==> src/rtl/awd_pkg.sv <==
package awd_pkg;
  localparam int unsigned AW     = 32;
  localparam int unsigned GRAN_W = 16;
  localparam int unsigned PAGE_W = AW - GRAN_W;
  localparam int unsigned TGT_W  = 4;
  localparam int unsigned ATTR_W = 8;

  typedef enum logic [1:0] {
    SEL_CTRL     = 2'd0,
    SEL_BASE     = 2'd1,
    SEL_REMAP_LO = 2'd2,
    SEL_REMAP_HI = 2'd3
  } reg_sel_e;

  typedef struct packed {
    logic [PAGE_W-1:0] size;
    logic [ATTR_W-1:0] attr;
    logic [TGT_W-1:0]  target;
    logic              en;
    logic [PAGE_W-1:0] base;
    logic [PAGE_W-1:0] remap;
  } win_cfg_t;

  // page-granular match: bits inside the size mask are don't-care
  function automatic logic win_hit(win_cfg_t c, logic [AW-1:0] a);
    logic [PAGE_W-1:0] keep;
    keep = ~c.size;
    return c.en && ((a[AW-1:GRAN_W] & keep) == (c.base & keep));
  endfunction

  function automatic logic [AW-1:0] win_xlate(win_cfg_t c, logic [AW-1:0] a,
                                              logic can_remap);
    logic [AW-1:0] pass;
    pass = {c.size, {GRAN_W{1'b1}}};
    if (!can_remap) return a;
    return ({c.remap & ~c.size, {GRAN_W{1'b0}}}) | (a & pass);
  endfunction
endpackage

==> src/rtl/awd_regfile.sv <==
module awd_regfile
  import awd_pkg::*;
#(
  parameter int unsigned NUM_WIN    = 8,
  parameter logic [NUM_WIN-1:0] REMAP_MASK = 8'b0000_0011,
  localparam int unsigned IDX_W     = $clog2(NUM_WIN)
) (
  input  logic                      clk,
  input  logic                      rst_n,
  input  logic                      wr_en,
  input  logic [IDX_W-1:0]          wr_win,
  input  logic [1:0]                wr_sel,
  input  logic [AW-1:0]             wr_data,
  output win_cfg_t [NUM_WIN-1:0]    cfg
);
  logic unused_wr_bits;
  assign unused_wr_bits = ^wr_data[3:1];

  for (genvar i = 0; i < NUM_WIN; i++) begin : g_win
    logic sel_me;
    assign sel_me = wr_en && (wr_win == IDX_W'(i));

    always_ff @(posedge clk or negedge rst_n) begin
      if (!rst_n) begin
        cfg[i].size   <= '0;
        cfg[i].attr   <= '0;
        cfg[i].target <= '0;
        cfg[i].en     <= 1'b0;
        cfg[i].base   <= '0;
      end else if (sel_me) begin
        if (reg_sel_e'(wr_sel) == SEL_CTRL) begin
          cfg[i].size   <= wr_data[31:16];
          cfg[i].attr   <= wr_data[15:8];
          cfg[i].target <= wr_data[7:4];
          cfg[i].en     <= wr_data[0];
        end else if (reg_sel_e'(wr_sel) == SEL_BASE) begin
          cfg[i].base   <= wr_data[AW-1:GRAN_W];
        end
      end
    end

    if (REMAP_MASK[i]) begin : g_remap
      logic [AW-1:0] remap_hi_q;
      logic          unused_remap_hi;
      always_ff @(posedge clk or negedge rst_n) begin
        if (!rst_n) begin
          cfg[i].remap <= '0;
          remap_hi_q   <= '0;
        end else if (sel_me) begin
          if (reg_sel_e'(wr_sel) == SEL_REMAP_LO) cfg[i].remap <= wr_data[AW-1:GRAN_W];
          if (reg_sel_e'(wr_sel) == SEL_REMAP_HI) remap_hi_q   <= wr_data;
        end
      end
      assign unused_remap_hi = ^remap_hi_q;
    end else begin : g_fixed
      assign cfg[i].remap = '0;
    end
  end
endmodule

==> src/rtl/awd_win_match.sv <==
module awd_win_match
  import awd_pkg::*;
#(
  parameter bit CAN_REMAP = 1'b0
) (
  input  win_cfg_t      cfg,
  input  logic [AW-1:0] addr,
  output logic          hit,
  output logic [AW-1:0] xaddr
);
  logic unused_remap;
  assign hit   = win_hit(cfg, addr);
  assign xaddr = win_xlate(cfg, addr, CAN_REMAP);
  assign unused_remap = CAN_REMAP ? 1'b0 : ^cfg.remap;
endmodule

==> src/rtl/awd_prio_pick.sv <==
module awd_prio_pick #(
  parameter int unsigned NUM_WIN = 8,
  localparam int unsigned IDX_W  = $clog2(NUM_WIN)
) (
  input  logic [NUM_WIN-1:0] req,
  output logic [NUM_WIN-1:0] grant,
  output logic [IDX_W-1:0]   idx,
  output logic               any
);
  always_comb begin
    grant = '0;
    idx   = '0;
    any   = 1'b0;
    for (int i = NUM_WIN - 1; i >= 0; i--) begin
      if (req[i]) begin
        grant    = '0;
        grant[i] = 1'b1;
        idx      = IDX_W'(i);
        any      = 1'b1;
      end
    end
  end
endmodule

==> src/rtl/addr_win_decoder.sv <==
module addr_win_decoder
  import awd_pkg::*;
#(
  parameter int unsigned NUM_WIN    = 8,
  parameter logic [NUM_WIN-1:0] REMAP_MASK = 8'b0000_0011,
  localparam int unsigned IDX_W     = $clog2(NUM_WIN)
) (
  input  logic              clk,
  input  logic              rst_n,
  input  logic              wr_en,
  input  logic [IDX_W-1:0]  wr_win,
  input  logic [1:0]        wr_sel,
  input  logic [AW-1:0]     wr_data,
  input  logic              lk_valid,
  input  logic [AW-1:0]     lk_addr,
  output logic              res_valid,
  output logic              res_hit,
  output logic              res_miss,
  output logic [IDX_W-1:0]  res_win,
  output logic [TGT_W-1:0]  res_target,
  output logic [ATTR_W-1:0] res_attr,
  output logic [AW-1:0]     res_addr
);
  win_cfg_t [NUM_WIN-1:0] cfg;
  logic [NUM_WIN-1:0]     win_en;
  logic [NUM_WIN-1:0]     raw_hit;
  logic [NUM_WIN-1:0]     grant;
  logic [AW-1:0]          xaddr [NUM_WIN];
  logic [IDX_W-1:0]       pick_idx;
  logic                   pick_any;
  logic [TGT_W-1:0]       pick_tgt;
  logic [ATTR_W-1:0]      pick_attr;
  logic [AW-1:0]          pick_addr;

  awd_regfile #(.NUM_WIN(NUM_WIN), .REMAP_MASK(REMAP_MASK)) u_regs (
    .clk(clk), .rst_n(rst_n), .wr_en(wr_en), .wr_win(wr_win),
    .wr_sel(wr_sel), .wr_data(wr_data), .cfg(cfg)
  );

  for (genvar i = 0; i < NUM_WIN; i++) begin : g_cmp
    assign win_en[i] = cfg[i].en;
    awd_win_match #(.CAN_REMAP(REMAP_MASK[i])) u_match (
      .cfg(cfg[i]), .addr(lk_addr), .hit(raw_hit[i]), .xaddr(xaddr[i])
    );
  end

  awd_prio_pick #(.NUM_WIN(NUM_WIN)) u_pick (
    .req(raw_hit), .grant(grant), .idx(pick_idx), .any(pick_any)
  );

  // AND-OR mux on the one-hot grant
  always_comb begin
    pick_tgt  = '0;
    pick_attr = '0;
    pick_addr = '0;
    for (int i = 0; i < NUM_WIN; i++) begin
      pick_tgt  |= cfg[i].target & {TGT_W{grant[i]}};
      pick_attr |= cfg[i].attr   & {ATTR_W{grant[i]}};
      pick_addr |= xaddr[i]      & {AW{grant[i]}};
    end
  end

  always_ff @(posedge clk or negedge rst_n) begin
    if (!rst_n) begin
      res_valid  <= 1'b0;
      res_hit    <= 1'b0;
      res_miss   <= 1'b0;
      res_win    <= '0;
      res_target <= '0;
      res_attr   <= '0;
      res_addr   <= '0;
    end else begin
      res_valid  <= lk_valid;
      res_hit    <= lk_valid && pick_any;
      res_miss   <= lk_valid && !pick_any;
      res_win    <= lk_valid ? pick_idx  : '0;
      res_target <= lk_valid ? pick_tgt  : '0;
      res_attr   <= lk_valid ? pick_attr : '0;
      res_addr   <= lk_valid ? pick_addr : '0;
    end
  end
endmodule

==> config.mk <==
export PLATFORM = sky130hd
export DESIGN_NAME = addr_win_decoder
export DESIGN_NICKNAME = d
export VERILOG_FILES = /design/src/rtl/awd_pkg.sv /design/src/rtl/awd_regfile.sv /design/src/rtl/awd_win_match.sv /design/src/rtl/awd_prio_pick.sv /design/src/rtl/addr_win_decoder.sv
export SDC_FILE = /design/constraint.sdc
export NUM_CORES = 1
export LEC_CHECK = 0
export BUFFER_PORTS_ARGS = -buffer_cell sky130_fd_sc_hd__buf_2
export CAP_MARGIN = 20
export CELL_PAD_IN_SITES_DETAIL_PLACEMENT = 1
export CELL_PAD_IN_SITES_GLOBAL_PLACEMENT = 1
export CORE_MARGIN = 2
export CORE_UTILIZATION = 49
export CTS_CLUSTER_SIZE = 12
export DETAILED_ROUTE_END_ITERATION = 10
export PLACE_DENSITY_LB_ADDON = 0.25
export SLEW_MARGIN = 10
export SYNTH_ARGS = -nofsm -noshare
export SYNTH_HDL_FRONTEND = slang
export SYNTH_HIERARCHICAL = 1
export SYNTH_SLANG_ARGS = --single-unit
==> constraint.sdc <==
create_clock -name clk -period 3.06 [get_ports clk]
set_input_delay 0.306 -clock clk [delete_from_list [all_inputs] [get_ports clk]]
set_output_delay 0.306 -clock clk [all_outputs]
set_load 0.02 [all_outputs]
---- After elaboration in Yosys (flattened, before gate mapping) ----
Index checks and enable logic that the tools add are counted.
Widths: inputs -> output; s select.
word-level totals
  word-level logic and storage cells ...... 209
  flip-flop bits (word level) ............. 442
  bits of input ports ..................... 73
  output and inout bits ................... 50
cells by class
  bitwise logic cells ..................... 76
  reductions and logical operators ........ 39
  mux-type cells .......................... 28
  equality and inequality tests ........... 17
operators with widths
  operator            number
  $and 32x32->32      10
  $and 16x16->16      18
  $or 32x32->32       9
  $eq 16x16->1        8
  $not 16->16         8
  $mux 8              9
  $and 8x8->8         8
  $or 8x8->8          7
  $and 4x4->4         8
  $mux 32             1
  $or 4x4->4          7
  $mux 3              9
  $reduce_and 3->1    8
  $reduce_and 2->1    10
  $logic_and 1x1->1   18
  $eq 3x3->1 const B  4
  $mux 1              8
  $eq 3x2->1 const B  2
  $mux 4              1
  $eq 3x1->1 const B  1
  $logic_not 3->1     1
  $eq 2x1->1 const B  1
  $eq 2x2->1 const B  1
  $logic_not 2->1     1
  other kinds (2)     2

---- Depth between registers and ports, before layout ----
  word-level depth ........................ 21
  gate-level depth with buffers ........... 10
  gate-level depth less buffers ........... 8

---- Hierarchy ----
The synthesis kept the hierarchy.
by module, submodules not included
  module                                 sequential area each (um^2)  times used  cells an instance  area each (um^2)
  awd_regfile                            9809.4                       1           965                15406.0
  addr_win_decoder                       1251.2                       1           320                3502.1
  awd_win_match at g_cmp[2].u_match ...  0.0                          6           62                 462.9
  awd_win_match at g_cmp[0].u_match ...  0.0                          2           60                 519.2
  awd_prio_pick                          0.0                          1           22                 158.9

---- Worst setup path before layout ----
Ideal clock, no wire load.
  path type ............................... flip-flop to flip-flop
  from .................................... register u_regs/cfg[24] (netlist name)
  to ...................................... register res_attr[0]
  arrival ................................. 2439 ps
  clock period less this slack ............ 2578 ps
  cell stages (with the launch flop) ...... 11
  buffers on the path ..................... 2
  slack ................................... 482 ps
  required time ........................... 2921 ps
  setup time .............................. 139 ps
  path through ............................ dfrtp_1 xnor2_1 o22ai_1 or4_1 nor4_2 nor4_4 and2_2 buf_6 buf_6 a22oi_1 a41oi_2
on the way
  elaborated cells on any way between the ends .. 20
  those cells by class .................... eq/ne (1); mux (2); bitwise (16); reduce/logical (1)
RTL lines
  element                   line                    text
  $and 16x16->16            awd_pkg.sv:28           return c.en && ((a[AW-1:GRAN_W] & keep) == (c.base & keep));
  $eq 16x16->1              awd_pkg.sv:28
  $logic_and 1x1->1         awd_pkg.sv:28
  named net raw_hit[0]      addr_win_decoder.sv:26  logic [NUM_WIN-1:0] raw_hit;
  $mux 8                    awd_prio_pick.sv:15     if (req[i]) begin
  named net grant[4]        addr_win_decoder.sv:27  logic [NUM_WIN-1:0] grant;
  $and 8x8->8               addr_win_decoder.sv:58  pick_attr |= cfg[i].attr & {ATTR_W{grant[i]}};
  $or 8x8->8 (4 in series)  addr_win_decoder.sv:58
  $mux 8                    addr_win_decoder.sv:78  res_attr <= lk_valid ? pick_attr : '0;
  end signal: assignment    addr_win_decoder.sv:78
  end: declaration          addr_win_decoder.sv:21  output logic [ATTR_W-1:0] res_attr,
The timed path passes the listed nets, and every way through them passes these cells.
A chain may end at the register's enable or synchronous reset.

---- Worst setup path in the final report ----
  from .................................... register u_regs/cfg[20] (netlist name)
  to ...................................... register res_attr[6]
on the way
  elaborated cells on any way between the ends .. 20
  those cells by class .................... eq/ne (1); mux (2); bitwise (16); reduce/logical (1)
RTL lines
  element                   line
  $and 16x16->16            awd_pkg.sv:28
  $eq 16x16->1              awd_pkg.sv:28
  $logic_and 1x1->1         awd_pkg.sv:28
  named net raw_hit[0]      addr_win_decoder.sv:26
  $mux 8                    awd_prio_pick.sv:15
  named net grant[3]        addr_win_decoder.sv:27
  $and 8x8->8               addr_win_decoder.sv:58
  $or 8x8->8 (5 in series)  addr_win_decoder.sv:58
  $mux 8                    addr_win_decoder.sv:78
The timed path passes the listed nets, and every way through them passes these cells.

==> impl_metrics.json <==
{
  "vdd_drop_max_mv": 0.444,
  "antenna_found_initial": 2,
  "cts_root_buf": "clkbuf_16",
  "yosys_warnings": 6,
  "switching_share": 0.257,
  "cp_num_buf_inv": 3,
  "postCtsSetupRepairBufs": 0,
  "clk_pin_slew_ps": 60,
  "die_x_um": 217,
  "dr.pass1.iters": 5,
  "leakagePower_nw": 10.2,
  "cp_max_fo": 16,
  "drive_gt1_frac": 0.435,
  "nFillCells": 4378,
  "area_growth_pct": 6.36,
  "comb_power_share": 0.151,
  "cts_max_path_buffers": 3,
  "syn_area_um2": 22200,
  "final_cells": 2247,
  "worstMarginPinSlew_ps": 940,
  "drc_errors": 0,
  "die_area_um2": 46900,
  "clk_latency_ps": 590,
  "nNetsFinal": 1693,
  "slew_headroom": 0.373,
  "max_cap_violations": 0,
  "setup_viol": 0,
  "critPathTopFamily": "simple AND/OR/NAND/NOR gates",
  "finalHoldViolCount": 0,
  "crit_slowest_cell": "or4_1",
  "finalMaxSlewViolations": 0,
  "start_kind": "flop",
  "cts_buffers": 48,
  "rsz0062_at_grt": "false",
  "syn_nets": 1775,
  "cpPeakStageDelay_ps": 650,
  "crit_path_end_kind": "flop",
  "place_congestion": 0.728,
  "cp.arrival_ps": 3310,
  "fp-row-count": 77,
  "power_per_cell_area_nw_per_um2": 661,
  "switching_power_w": 0.00401,
  "cts_max_level": 2,
  "io_buffers": 119,
  "cts_tree": "done",
  "total_power_w": 0.0156,
  "p_int_w": 0.0116,
  "p_clk_frac": 0.370,
  "placed_cells": 2160,
  "cts.sinks": 442,
  "critPathMostFrequentCell": "buf_12",
  "timing.hold.ws_ps": 54.9,
  "pwr-share-seq": 0.479,
  "hold_class": "input pin to flop",
  "grt_first_pass_wirelength_um": 86200,
  "status": "finished clean",
  "dp_hpwl_um": 35700,
  "fin_util": 0.531,
  "core-area_um2": 44400,
  "grt_use_total": 0.239,
  "skew_ps": 11.3,
  "grt_overflow": 0,
  "grt_pass1_vias": 14400,
  "syn_area_per_cell_um2": 13.0,
  "routed_wl_um": 55000,
  "cp.required_ps": 3500,
  "vias": 13100,
  "start_util": 0.499,
  "path_class": "flop to flop",
  "worstPathCellList": "xnor2_1 -> o22ai_1 -> or4_1 -> nor4_4 -> buf_4 -> nor4b_2 -> buf_12 -> buf_12 -> a22oi_1 -> a41oi_2",
  "setup_tns_ps": 0,
  "grt_max_degree": 80,
  "ant_nets": 0,
  "period_share": 0.938,
  "fmax_ghz": 0.348,
  "period_needed_ps": 2870,
  "wl_per_cell_um": 24.5,
  "ios": 123,
  "avgViaCountPerCell": 5.82,
  "die_h_um": 217,
  "drtIter0Drc": 762,
  "synth_cells": 1702
}
## power by group through the flow
stage	Clock, W	Sequential (W)	Combinational, W
3_3_place_gp	0	0.00748	0.00225
3_5_place_dp	0	0.00757	0.00235
2_1_floorplan	0	0.00739	0.00185
4_1_cts	0.00590	0.00747	0.00238
6_report	0.00577	0.00746	0.00236
5_1_grt	0.00610	0.00760	0.00257
## metrics by stage
stage               setup WS [ps]  area (um2)
floorplan                     482       22200
global placement             95.7       22000
finish                        190       23600
global route                 42.3       23600
detailed placement          -68.2       22000
CTS                           160       23600
## worst reg2reg max path, cell delays in order, from the launching register on
cell and delay [ps]:
dfrtp_1 390, xnor2_1 140, o22ai_1 130, or4_1 650, nor4_4 370, buf_4 210, nor4b_2 80, buf_12 160
buf_12 170, a22oi_1 260, a41oi_2 160
## per-layer routing
layer,track usage,share of wire,up-vias
met4,0.0783,0.023,2
met5,0,0.00015,-
met1,0.311,0.44,6933
li1,-,-,5821
met2,0.411,0.50,234
met3,0.0333,0.034,82
## state kept, by name, indices dropped and copies added (netlist names)
name        flops
res_win         3
res_miss        1
res_addr       32
res_hit         1
res_target      4
u_regs/cfg    392
res_valid       1
res_attr        8
## cells in the final DEF (no fill, tap or decap), types with 10 or more instances in the layout
cell type,count
mux2_1,10
o22ai_1,56
a41oi_2,10
nor2_1,34
mux2_2,414
buf_2,118
clkbuf_8,19
xnor2_1,128
a22oi_1,173
a41oi_1,34
buf_12,22
clkbuf_16,49
buf_4,49
dfrtp_1,442
## repair_timing
item / in CTS / in global routing
hold endpoints to repair: 75 / 0
hold buffers: 2 / 0
setup endpoints to repair: 0 / 1
resized for setup: 0 / 1
## worst paths after layout
path                                          endpoint  slack (ps)  cells after the start                       start
setup / recovery                 res_attr[6]$_DFF_PN0_         190                     10  u_regs/cfg[20]$_DFFE_PN0P_
hold / removal             u_regs/cfg[341]$_DFFE_PN0P_          50                      2                  wr_data[7]
setup reg to reg                 res_attr[6]$_DFF_PN0_         190                     10  u_regs/cfg[20]$_DFFE_PN0P_
hold reg to reg              u_regs/cfg[0]$_DFFE_PN0P_         500                      1   u_regs/cfg[0]$_DFFE_PN0P_
max in group asynchronous  u_regs/cfg[238]$_DFFE_PN0P_        1880                      3                       rst_n
min in group asynchronous        res_addr[2]$_DFF_PN0_         320                      2                       rst_n
## cell type report
type	count	area (um2)	area share
inverters	1	3.75	0.000159
clock buffers	77	1520	0.0646
flip-flops and latches	442	11100	0.469
clock inverters	7	45.0	0.00191
diodes	1	2.50	0.000106
well taps	592	741	0.0314
multi-input cells	935	8760	0.372
repair buffers	192	1430	0.0608
No activity file was read; power rests on OpenSTA's default activity.
